**src/rtl/irq_pkg.sv**
```systemverilog
// Shared types for the interrupt mode and enable controller.
// Assumes encodings are fixed by the requirements (vec_kind values 0/1/2).
package irq_pkg;

    typedef enum logic [1:0] {
        IM_DEV_BYTE = 2'd0,
        IM_FIXED    = 2'd1,
        IM_TABLE    = 2'd2
    } irq_mode_e;

    typedef enum logic [1:0] {
        TK_JUMP   = 2'd0,
        TK_TABLE  = 2'd1,
        TK_OPCODE = 2'd2
    } tgt_kind_e;

    // Map opcode bits 4:3 of the set-mode instruction onto a mode.
    function automatic irq_mode_e im_from_field(input logic [1:0] field);
        case (field)
            2'b10:   return IM_FIXED;
            2'b11:   return IM_TABLE;
            default: return IM_DEV_BYTE;
        endcase
    endfunction

endpackage

```
**src/rtl/irq_enable_ff.sv**
```systemverilog
// Enable flip-flop pair with a one-boundary delay after the enable command.
// Assumes command strobes never coincide with a boundary pulse; acceptance
// events (take_int/take_nmi) have priority over commands if they ever do.
module irq_enable_ff (
    input  logic clk,
    input  logic rst_n,
    input  logic set_en,
    input  logic clr_en,
    input  logic restore,
    input  logic boundary,
    input  logic take_int,
    input  logic take_nmi,
    output logic iff1,
    output logic iff2,
    output logic mask_open
);

    logic shadow_q;

    // Update the live and saved enables from acceptances and commands.
    always_ff @(posedge clk) begin
        if (!rst_n) begin
            iff1 <= 1'b0;
            iff2 <= 1'b0;
        end else if (take_int) begin
            iff1 <= 1'b0;
            iff2 <= 1'b0;
        end else if (take_nmi) begin
            iff1 <= 1'b0;
        end else if (clr_en) begin
            iff1 <= 1'b0;
            iff2 <= 1'b0;
        end else if (set_en) begin
            iff1 <= 1'b1;
            iff2 <= 1'b1;
        end else if (restore) begin
            iff1 <= iff2;
        end
    end

    // Block maskable acceptance until the boundary that ends the enable instruction has passed.
    always_ff @(posedge clk) begin
        if (!rst_n)         shadow_q <= 1'b0;
        else if (set_en)    shadow_q <= 1'b1;
        else if (boundary)  shadow_q <= 1'b0;
    end

    assign mask_open = iff1 & ~shadow_q;

endmodule

```
**src/rtl/irq_mode_store.sv**
```systemverilog
// Holds the vectoring mode and the vector base register.
// Assumes the decoder has already extracted the mode field from the opcode.
module irq_mode_store #(
    parameter int DATA_W = 8
) (
    input  logic                clk,
    input  logic                rst_n,
    input  logic                im_wr,
    input  logic [1:0]          im_field,
    input  logic                base_wr,
    input  logic [DATA_W-1:0]   base_wdata,
    output irq_pkg::irq_mode_e  mode,
    output logic [DATA_W-1:0]   base
);

    // Mode register, written by the set-mode command.
    always_ff @(posedge clk) begin
        if (!rst_n)     mode <= irq_pkg::IM_DEV_BYTE;
        else if (im_wr) mode <= irq_pkg::im_from_field(im_field);
    end

    // Base register, written by the load-base command.
    always_ff @(posedge clk) begin
        if (!rst_n)       base <= '0;
        else if (base_wr) base <= base_wdata;
    end

endmodule

```
**src/rtl/irq_accept_vec.sv**
```systemverilog
// Samples requests at boundaries, arbitrates, acknowledges and forms the target.
// Assumes ADDR_W equals twice DATA_W and no boundary arrives during acknowledge.
module irq_accept_vec #(
    parameter int                 DATA_W    = 8,
    parameter int                 ADDR_W    = 16,
    parameter logic [ADDR_W-1:0]  FIXED_VEC = 16'h0038,
    parameter logic [ADDR_W-1:0]  NMI_VEC   = 16'h0066
) (
    input  logic                clk,
    input  logic                rst_n,
    input  logic                boundary,
    input  logic                int_req,
    input  logic                nmi_req,
    input  logic                halted,
    input  logic                mask_open,
    input  irq_pkg::irq_mode_e  mode,
    input  logic [DATA_W-1:0]   base,
    input  logic [DATA_W-1:0]   dev_byte,
    output logic                take_int,
    output logic                take_nmi,
    output logic                ack_int,
    output logic                ack_nmi,
    output logic                halt_exit,
    output logic                vec_valid,
    output irq_pkg::tgt_kind_e  vec_kind,
    output logic [ADDR_W-1:0]   vec_addr
);

    logic               nmi_q;
    logic               nmi_pend;
    logic               nmi_rise;
    logic               busy;
    logic               sample;
    irq_pkg::irq_mode_e acc_mode;
    logic [DATA_W-1:0]  acc_base;

    assign nmi_rise = nmi_req & ~nmi_q;
    assign busy     = ack_int | ack_nmi;
    assign sample   = boundary & ~busy;
    assign take_nmi = sample & nmi_pend;
    assign take_int = sample & ~nmi_pend & int_req & mask_open;

    // Latch a rising edge of the non-maskable request until it is accepted.
    always_ff @(posedge clk) begin
        if (!rst_n) begin
            nmi_q    <= 1'b0;
            nmi_pend <= 1'b0;
        end else begin
            nmi_q <= nmi_req;
            if (nmi_rise)      nmi_pend <= 1'b1;
            else if (take_nmi) nmi_pend <= 1'b0;
        end
    end

    // Acknowledge stage: strobes, halt release and the context for the vector.
    always_ff @(posedge clk) begin
        if (!rst_n) begin
            ack_int   <= 1'b0;
            ack_nmi   <= 1'b0;
            halt_exit <= 1'b0;
            acc_mode  <= irq_pkg::IM_DEV_BYTE;
            acc_base  <= '0;
        end else begin
            ack_int   <= take_int;
            ack_nmi   <= take_nmi;
            halt_exit <= (take_int | take_nmi) & halted;
            if (take_int | take_nmi) begin
                acc_mode <= mode;
                acc_base <= base;
            end
        end
    end

    // Vector stage: combine the captured mode with the byte sampled during acknowledge.
    always_ff @(posedge clk) begin
        if (!rst_n) begin
            vec_valid <= 1'b0;
            vec_kind  <= irq_pkg::TK_JUMP;
            vec_addr  <= '0;
        end else begin
            vec_valid <= busy;
            if (ack_nmi) begin
                vec_kind <= irq_pkg::TK_JUMP;
                vec_addr <= NMI_VEC;
            end else if (ack_int) begin
                case (acc_mode)
                    irq_pkg::IM_FIXED: begin
                        vec_kind <= irq_pkg::TK_JUMP;
                        vec_addr <= FIXED_VEC;
                    end
                    irq_pkg::IM_TABLE: begin
                        vec_kind <= irq_pkg::TK_TABLE;
                        vec_addr <= ADDR_W'({acc_base, dev_byte});
                    end
                    default: begin
                        vec_kind <= irq_pkg::TK_OPCODE;
                        vec_addr <= ADDR_W'(dev_byte);
                    end
                endcase
            end
        end
    end

endmodule

```
**src/rtl/irq_mode_ctrl.sv**
```systemverilog
// Top of the interrupt mode and enable controller: wires the enable pair,
// the mode/base store and the accept/vector pipeline together.
// Assumes decoder strobes are single-cycle and never share a cycle with boundary.
module irq_mode_ctrl #(
    parameter int                 DATA_W    = 8,
    parameter int                 ADDR_W    = 2 * DATA_W,
    parameter logic [ADDR_W-1:0]  FIXED_VEC = 16'h0038,
    parameter logic [ADDR_W-1:0]  NMI_VEC   = 16'h0066
) (
    input  logic              clk,
    input  logic              rst_n,
    input  logic              cmd_ei,
    input  logic              cmd_di,
    input  logic              cmd_ret,
    input  logic              cmd_im,
    input  logic [1:0]        im_field,
    input  logic              cmd_ld_i,
    input  logic [DATA_W-1:0] i_wdata,
    input  logic              boundary,
    input  logic              halted,
    input  logic              int_req,
    input  logic              nmi_req,
    input  logic [DATA_W-1:0] dev_byte,
    output logic              ack_int,
    output logic              ack_nmi,
    output logic              halt_exit,
    output logic              vec_valid,
    output logic [1:0]        vec_kind,
    output logic [ADDR_W-1:0] vec_addr
);

    logic               iff1_q;
    logic               iff2_q;
    logic               mask_open;
    logic               take_int;
    logic               take_nmi;
    irq_pkg::irq_mode_e mode_q;
    logic [DATA_W-1:0]  base_q;
    irq_pkg::tgt_kind_e kind_q;

    irq_enable_ff u_enable (
        .clk       (clk),
        .rst_n     (rst_n),
        .set_en    (cmd_ei),
        .clr_en    (cmd_di),
        .restore   (cmd_ret),
        .boundary  (boundary),
        .take_int  (take_int),
        .take_nmi  (take_nmi),
        .iff1      (iff1_q),
        .iff2      (iff2_q),
        .mask_open (mask_open)
    );

    irq_mode_store #(.DATA_W(DATA_W)) u_mode (
        .clk        (clk),
        .rst_n      (rst_n),
        .im_wr      (cmd_im),
        .im_field   (im_field),
        .base_wr    (cmd_ld_i),
        .base_wdata (i_wdata),
        .mode       (mode_q),
        .base       (base_q)
    );

    irq_accept_vec #(
        .DATA_W    (DATA_W),
        .ADDR_W    (ADDR_W),
        .FIXED_VEC (FIXED_VEC),
        .NMI_VEC   (NMI_VEC)
    ) u_accept (
        .clk       (clk),
        .rst_n     (rst_n),
        .boundary  (boundary),
        .int_req   (int_req),
        .nmi_req   (nmi_req),
        .halted    (halted),
        .mask_open (mask_open),
        .mode      (mode_q),
        .base      (base_q),
        .dev_byte  (dev_byte),
        .take_int  (take_int),
        .take_nmi  (take_nmi),
        .ack_int   (ack_int),
        .ack_nmi   (ack_nmi),
        .halt_exit (halt_exit),
        .vec_valid (vec_valid),
        .vec_kind  (kind_q),
        .vec_addr  (vec_addr)
    );

    assign vec_kind = kind_q;

endmodule

```
**config.mk**
```make
export PLATFORM = sky130hd
export DESIGN_NAME = irq_mode_ctrl
export DESIGN_NICKNAME = d
export VERILOG_FILES = /design/src/rtl/irq_pkg.sv /design/src/rtl/irq_enable_ff.sv /design/src/rtl/irq_mode_store.sv /design/src/rtl/irq_accept_vec.sv /design/src/rtl/irq_mode_ctrl.sv
export SDC_FILE = /design/constraint.sdc
export NUM_CORES = 1
export LEC_CHECK = 0
export BUFFER_PORTS_ARGS = -buffer_cell sky130_fd_sc_hd__clkbuf_2
export CAP_MARGIN = 20
export CORE_MARGIN = 5
export CORE_UTILIZATION = 51
export CTS_CLUSTER_SIZE = 8
export DETAILED_ROUTE_END_ITERATION = 6
export PLACE_DENSITY_LB_ADDON = 0.08
export SYNTH_ARGS = -nofsm -noshare
export SYNTH_HDL_FRONTEND = slang
export SYNTH_HIERARCHICAL = 1
export SYNTH_SLANG_ARGS = --single-unit
```
**constraint.sdc**
```tcl
create_clock -name clk -period 1.7 [get_ports clk]
set_clock_uncertainty 0.1 [all_clocks]
set_input_delay 0.17 -clock clk [delete_from_list [all_inputs] [get_ports clk]]
set_output_delay 0.17 -clock clk [all_outputs]
set_load 0.01 [all_outputs]
```
==> results_dict.tcl, run 1 <==
set metrics [dict create \
    final_nets 283 \
    worst-slew-pin-transition_ns 0.504 \
    initial_utilization 0.517 \
    die-height_um 70.5 \
    worst_r2r_path_depth 5 \
    fin_setup_tns_ns 0 \
    grt_remaining_overflow 0 \
    fraction_of_final_layout_cells_sized_beyond_drive_strength_1 0.266 \
    maxSlewHeadroom 0.664 \
    cp_data_arrival_time_ns 1.64 \
    dr_total_vias 1496 \
    setup_repair_after_global_routing_missed_its_margin "no" \
    grt_pass1_vias 1484 \
    maximum_number_of_pins_on_one_net_before_global_route_repair 27 \
    syn_avg_cell_area_um2 9.42 \
    peakVddDrop_v 0.000590 \
    worstPathMaxFanout 8 \
    hold_viol 0 \
    critical-path-top-cell-by-count "sky130_fd_sc_hd__a21oi_1" \
    total_wirelength_of_the_detailed_routed_design_um 3840 \
    insertion_delay_ns 0.30 \
    cts_buffer_depth 2 \
    worstPathRequired_ns 1.78 \
    start_kind "flip-flop" \
    post-cts-setup-buffer-count 0 \
    timing.rr.end "u_accept/vec_addr[5]" \
    syn_to_final_growth_pct 23.6 \
    dieWidth_um 70.5 \
    finalWorstPathRequiredPeriod_ns 1.56 \
    end_kind "flip-flop" \
    final_core_util 0.639 \
    postSynthRegisterBits 47 \
    vias_per_cell 4.99 \
    ys_seq_area_frac 0.504 \
    fp-row-count 22 \
    worst_setup_path_category "flip-flop to flip-flop" \
    synthesis.instances 198 \
    critical_path.startpoint "u_accept/acc_mode[0]" \
    post-dp-hpwl_um 2790 \
    synth.distinct_cells 30 \
    tritoncts_clock_tree "done" \
    crit-reg2reg-launch "u_accept/acc_mode[0]" \
    drt_pass1_iterations 4 \
    power_density_nw_per_um2 983 \
    yosysWarningCount 6 \
    setup-violations-final 0 \
    dieArea_um2 4970 \
    syn-cell-area_um2 1870 \
    core-area_um2 3610 \
    maxCapViolations 0 \
    clock_tree.htree_level_count 2 \
    timing.critical_path.slowest_cell_delay_ns 0.36 \
    timing_max_transition_violations_final 0 \
    final.fill_count 312 \
    overall_routing_resource_usage 0.158 \
    wire_per_inst_um 12.8 \
    clkSlewWorstSetupHoldPaths_ns 0.08 \
    timing.hold.worst.class "input port to flip-flop" \
    num_antenna_cells 0 \
    cts_root_buffer "sky130_fd_sc_hd__clkbuf_8" \
    gpl.final_weighted_congestion 0.762 \
    drtAntennaViolNets 0 \
    endpoint "u_accept/vec_addr[5]" \
    cp_cell_sequence "inv_1, ha_1, or2_1, a21oi_1, a21oi_1" \
    power_leakage_nw 0.998 \
    ios 51 \
    number_of_buffers_created_by_cts 5 \
    io_buffer_count 50 \
    mappedNetlistNets 230 \
    result_of_the_run "complete, no violations" \
    reg2reg_setup_slack_ns 0.14 \
    post-route-drc-count 0 \
    first_pass_grt_wire_length_um 6310 \
    crit_slowest_cell "sky130_fd_sc_hd__dfxtp_1" \
    detail_route.iter0.violations 86 \
    numClockSinks 47 \
    cts_resized 0 \
    maxClockFrequency_mhz 641 \
    period_share 0.918 \
    grt_antenna_before_repair 0 \
]
## worst min path at each step
stage,startpoint,to,slack [ns],cells after the start
after global routing,dev_byte[4],u_accept/vec_addr[4],0.01,3
after floorplan,rst_n,u_enable/shadow_q,0.19,1
after detailed placement,nmi_req,u_accept/nmi_q,0.30,2
after CTS,cmd_ei,u_enable/shadow_q,0.005,2
after global placement,nmi_req,u_accept/nmi_q,0.29,2
final,dev_byte[4],u_accept/vec_addr[4],0.007,3
## layout by cell type, fill, tap and decap left out, types with 2 or more instances in the layout
cell,instances
sky130_fd_sc_hd__clkbuf_8,5
sky130_fd_sc_hd__nand2_1,35
sky130_fd_sc_hd__nand3b_1,2
sky130_fd_sc_hd__buf_4,5
sky130_fd_sc_hd__and3_1,2
sky130_fd_sc_hd__dlygate4sd3_1,3
sky130_fd_sc_hd__dfxtp_1,47
sky130_fd_sc_hd__a21oi_1,18
sky130_fd_sc_hd__inv_1,5
sky130_fd_sc_hd__nand3_1,13
sky130_fd_sc_hd__a21boi_0,3
sky130_fd_sc_hd__nor2_1,6
sky130_fd_sc_hd__and2_1,3
sky130_fd_sc_hd__mux2i_1,20
sky130_fd_sc_hd__bufinv_16,2
sky130_fd_sc_hd__a211oi_1,2
sky130_fd_sc_hd__nor2b_1,15
sky130_fd_sc_hd__clkbuf_2,50
sky130_fd_sc_hd__ha_1,3
## state kept, by name, indices dropped and copies added (netlist names), 2 cells and up
name               count
u_mode/mode            2
u_accept/vec_addr     16
u_accept/vec_kind      2
u_mode/base            8
u_accept/acc_mode      2
u_accept/acc_base      8
## power by group
group	internal (mW)	switching [mW]	total (mW)
clock network	0.586	0.366	0.952
registers	1.13	0.0179	1.15
logic	0.0826	0.0822	0.165
## layout make-up
type                       count  area, um2  area share
sequential                    47        941       0.408
multi-input combinational    134        832       0.361
timing repair buffer          58        318       0.138
clock buffer                   5       68.8      0.0298
clock inverter                 3       67.6      0.0293
tap                           48       60.1      0.0260
inverter                       5       18.8     0.00814
## logic make-up after synthesis
group,Yosys count,synth area share
mux,21,0.113
fa+ha+maj,3,0.0201
buf+inv,17,0.0496
simple gates,83,0.225
compound gates,27,0.0879
flops,47,0.504
## through the flow
stage          worst slack, ns  instances  hold slack [ns]  area, um2  total power [mW]
6_report                 0.139        300          0.00675       2310              2.27
3_3_place_gp             0.207        289            0.286       2140              1.33
5_1_grt                 0.0456        300          0.00996       2310              2.35
3_5_place_dp             0.148        289            0.295       2140              1.33
4_1_cts                  0.132        300          0.00528       2310              2.28
2_1_floorplan            0.223        198            0.188       1870              1.28
## synthesized netlist by cell type
cell                       number  area [um2]
sky130_fd_sc_hd__nand4_1        1        6.26
sky130_fd_sc_hd__o211a_1        1        10.0
sky130_fd_sc_hd__nor2_1         6        22.5
sky130_fd_sc_hd__nor2b_1       15        93.8
sky130_fd_sc_hd__clkbuf_1       6        22.5
sky130_fd_sc_hd__o21a_1         1        7.51
sky130_fd_sc_hd__nor3_2         1        10.0
sky130_fd_sc_hd__nand3_1       13        65.1
sky130_fd_sc_hd__a21oi_1       18        90.1
sky130_fd_sc_hd__o31ai_1        1        7.51
sky130_fd_sc_hd__mux2_1         1        11.3
sky130_fd_sc_hd__nand4b_1       1        8.76
sky130_fd_sc_hd__nand2b_1       1        6.26
sky130_fd_sc_hd__ha_1           3        37.5
sky130_fd_sc_hd__dfxtp_1       47         941
sky130_fd_sc_hd__buf_6          1        11.3
sky130_fd_sc_hd__inv_1          5        18.8
sky130_fd_sc_hd__buf_12         1        20.0
sky130_fd_sc_hd__or3b_4         1        11.3
sky130_fd_sc_hd__o221a_2        1        11.3
sky130_fd_sc_hd__and2_1         3        18.8
sky130_fd_sc_hd__buf_2          4        20.0
sky130_fd_sc_hd__or2_1          1        6.26
sky130_fd_sc_hd__a21boi_0       3        22.5
sky130_fd_sc_hd__nand3b_1       2        15.0
sky130_fd_sc_hd__mux2i_1       20         200
sky130_fd_sc_hd__a211oi_1       2        15.0
sky130_fd_sc_hd__nor2_4         1        11.3
sky130_fd_sc_hd__and3_1         2        12.5
sky130_fd_sc_hd__nand2_1       35         131
## timing repair
item                                    in CTS  in global routing
hold endpoints to repair                     3                  0
endpoints found under the setup margin       0                  0
hold buffers                                 3                  0
## routing by layer
metal  routed length (um)  up-vias  GRT usage  share of wire
met1                 1730      679      0.190           0.45
met2                 1780       42      0.257           0.46
met5                    0        -          0              0
met3                  245        7     0.0446          0.064
li1                     -      768          -              -
met4                   75        0     0.0745          0.020
## critical path: cells and delay by family, from the launching register on
family	cells	cell delay, ns
simple gates	1	0.34
buf+inv	1	0.07
fa+ha+maj	1	0.32
compound gates	2	0.26
flops	1	0.36
(Power assumes the default switching activity.)
==> run 2: changes to the inputs <==
Settings changed: CORE_UTILIZATION 51 to 53, CTS_BUF_LIST from default to sky130_fd_sc_hd__clkbuf_8.
==> run 2 against run 1 <==
Against the previous run: first-iteration DRC count shrank 33%; register-to-register slack is essentially flat; core utilization grew 3.1 points; global-route usage grew 0.23 points; count of clock-buffer cells in the layout grew 1; combinational power is essentially flat; highest routed layer unchanged; via count shrank 0.80%; design area shrank 2.2%; largest power group unchanged; critical path depth is the same; non-clock buffer count is the same; flip-flop and latch count is the same.
==> results_dict.tcl, run 2 (same netlist as run 1, synthesis figures left out) <==
set metrics [dict create \
    grt_remaining_overflow 0 \
    maximum_number_of_pins_on_one_net_before_global_route_repair 37 \
    hold_path_startpoint "halted" \
    maxCapViolations 0 \
    crit-reg2reg-launch "u_accept/acc_mode[0]" \
    end_kind "flip-flop" \
    finalWorstPathRequiredPeriod_ns 1.56 \
    most-common-layout-cells "sky130_fd_sc_hd__clkbuf_2 (50), sky130_fd_sc_hd__dfxtp_1 (47), sky130_fd_sc_hd__nand2_1 (35)" \
    total_wirelength_of_the_detailed_routed_design_um 3750 \
    num_antenna_cells 0 \
    wire_per_inst_um 12.6 \
    largest_register_ffs 16 \
    cts_resized 0 \
    timing.hold.worst.class "input port to flip-flop" \
    power_leakage_nw 0.981 \
    dieArea_um2 4810 \
    grt_pass1_vias 1510 \
    period_share 0.918 \
    met3RoutedLength_um 276 \
    worst-slew-pin-transition_ns 0.401 \
    routed.top_layer "met4" \
    metal2_wl_um 1800 \
    min_delay_path_depth 2 \
    io_buffer_count 50 \
    dieWidth_um 69.3 \
    layout_commonest_cell "sky130_fd_sc_hd__clkbuf_2" \
    dr_total_vias 1484 \
    stdcell_count 297 \
    wl_met1_um 1630 \
    post-cts-setup-buffer-count 0 \
    maxSlewHeadroom 0.733 \
    worstPathMaxFanout 8 \
    ios 51 \
    setup_repair_after_global_routing_missed_its_margin "no" \
    detail_route.iter0.violations 58 \
    die-height_um 69.3 \
    top_register "u_accept/vec_addr" \
    start_kind "flip-flop" \
    peakVddDrop_v 0.000595 \
    timing.rr.end "u_accept/vec_addr[5]" \
    fin_setup_tns_ns 0 \
    numClockSinks 47 \
    post-route-drc-count 0 \
    fp-row-count 21 \
    worst_setup_path_category "flip-flop to flip-flop" \
    largestRegisters "u_accept/vec_addr (16), u_accept/acc_base (8), u_mode/base (8)" \
    post-dp-hpwl_um 2810 \
    pre_cts_slack_ns 0.142 \
    numPlacedInstances 287 \
    setup-violations-final 0 \
    reg2reg_setup_slack_ns 0.14 \
    final_nets 283 \
    final_core_util 0.670 \
    fraction_of_final_layout_cells_sized_beyond_drive_strength_1 0.263 \
    cts_root_buffer "sky130_fd_sc_hd__clkbuf_8" \
    hold_viol 0 \
    clkSlewWorstSetupHoldPaths_ns 0.08 \
    core-area_um2 3360 \
    drt_pass1_iterations 4 \
    worst_r2r_path_depth 5 \
    gpl.final_weighted_congestion 0.745 \
    first_pass_grt_wire_length_um 6420 \
    insertion_delay_ns 0.29 \
    vias_per_cell 5.00 \
    cts_buffer_depth 2 \
    drtAntennaViolNets 0 \
    clock_tree.htree_level_count 2 \
    overall_routing_resource_usage 0.160 \
    initial_utilization 0.555 \
    result_of_the_run "complete, no violations" \
    cp_data_arrival_time_ns 1.63 \
    grt_antenna_before_repair 0 \
    number_of_buffers_created_by_cts 5 \
    timing_max_transition_violations_final 0 \
    tritoncts_clock_tree "done" \
    worstPathRequired_ns 1.77 \
    maxClockFrequency_mhz 640 \
    power_density_nw_per_um2 874 \
    syn_to_final_growth_pct 20.9 \
    hold_path_end "u_accept/halt_exit" \
    layout_setup_ws_ns 0.139 \
]
-- run 2: cell types whose count changed in the layout (fill, tap and decap cells not counted) --
| cell | change |
|---|---|
| sky130_fd_sc_hd__bufinv_16 | -2 |
| sky130_fd_sc_hd__clkbuf_8 | +1 |
| sky130_fd_sc_hd__clkinv_2 | +1 |
| sky130_fd_sc_hd__clkinvlp_4 | -1 |
-- run 2: worst max path at each step --
stage                                 endpoint                  from  slack, ns
final                     u_accept/vec_addr[5]  u_accept/acc_mode[0]       0.14
after global routing      u_accept/vec_addr[5]  u_accept/acc_mode[0]       0.04
after CTS                 u_accept/vec_addr[5]  u_accept/acc_mode[0]       0.13
after detailed placement  u_accept/vec_addr[5]  u_accept/acc_mode[0]       0.14
after global placement    u_accept/vec_addr[5]  u_accept/acc_mode[0]       0.21
after floorplan           u_accept/vec_addr[5]  u_accept/acc_mode[0]       0.22
-- run 2: per-stage QoR --
stage / power [mW] / hold WS, ns / cell area (um2)
3_3_place_gp: 1.32 / 0.287 / 2140
3_5_place_dp: 1.33 / 0.289 / 2140
4_1_cts: 2.00 / 0.00576 / 2250
6_report: 1.97 / 0.00762 / 2250
5_1_grt: 2.05 / 0.0150 / 2250
2_1_floorplan: 1.28 / 0.188 / 1870
-- run 2: per-layer routing --
layer | GRT usage | vias up
met2 | 0.282 | 41
met5 | 0 | -
met4 | 0.0586 | 0
met3 | 0.0551 | 5
li1 | - | 767
met1 | 0.176 | 671
-- run 2: timing repair --
item	4_1_cts	5_1_grt
endpoints found under the hold margin	3	0
setup endpoints to repair	0	0
hold buffers	3	0
-- run 2: where the power goes --
| part | leakage (nW) | total (mW) | internal [mW] | switching (mW) |
|---|---|---|---|---|
| registers | 0.382 | 1.15 | 1.13 | 0.0175 |
| logic | 0.552 | 0.165 | 0.0829 | 0.0816 |
| clock network | 0.0470 | 0.656 | 0.319 | 0.337 |
-- run 2: critical path, cell delays in order (launching register included) --
cell	delay, ns
sky130_fd_sc_hd__dfxtp_1	0.36
sky130_fd_sc_hd__inv_1	0.07
sky130_fd_sc_hd__ha_1	0.32
sky130_fd_sc_hd__or2_1	0.34
sky130_fd_sc_hd__a21oi_1	0.17
sky130_fd_sc_hd__a21oi_1	0.08
-- run 2: area by class of cell --
type                       instances  area [um2]
fill                             301        1110
sequential                        47         941
timing repair buffer              58         318
clock buffer                       6        82.6
inverter                           5        18.8
tap                               46        57.6
multi-input combinational        134         832
clock inverter                     1        5.00
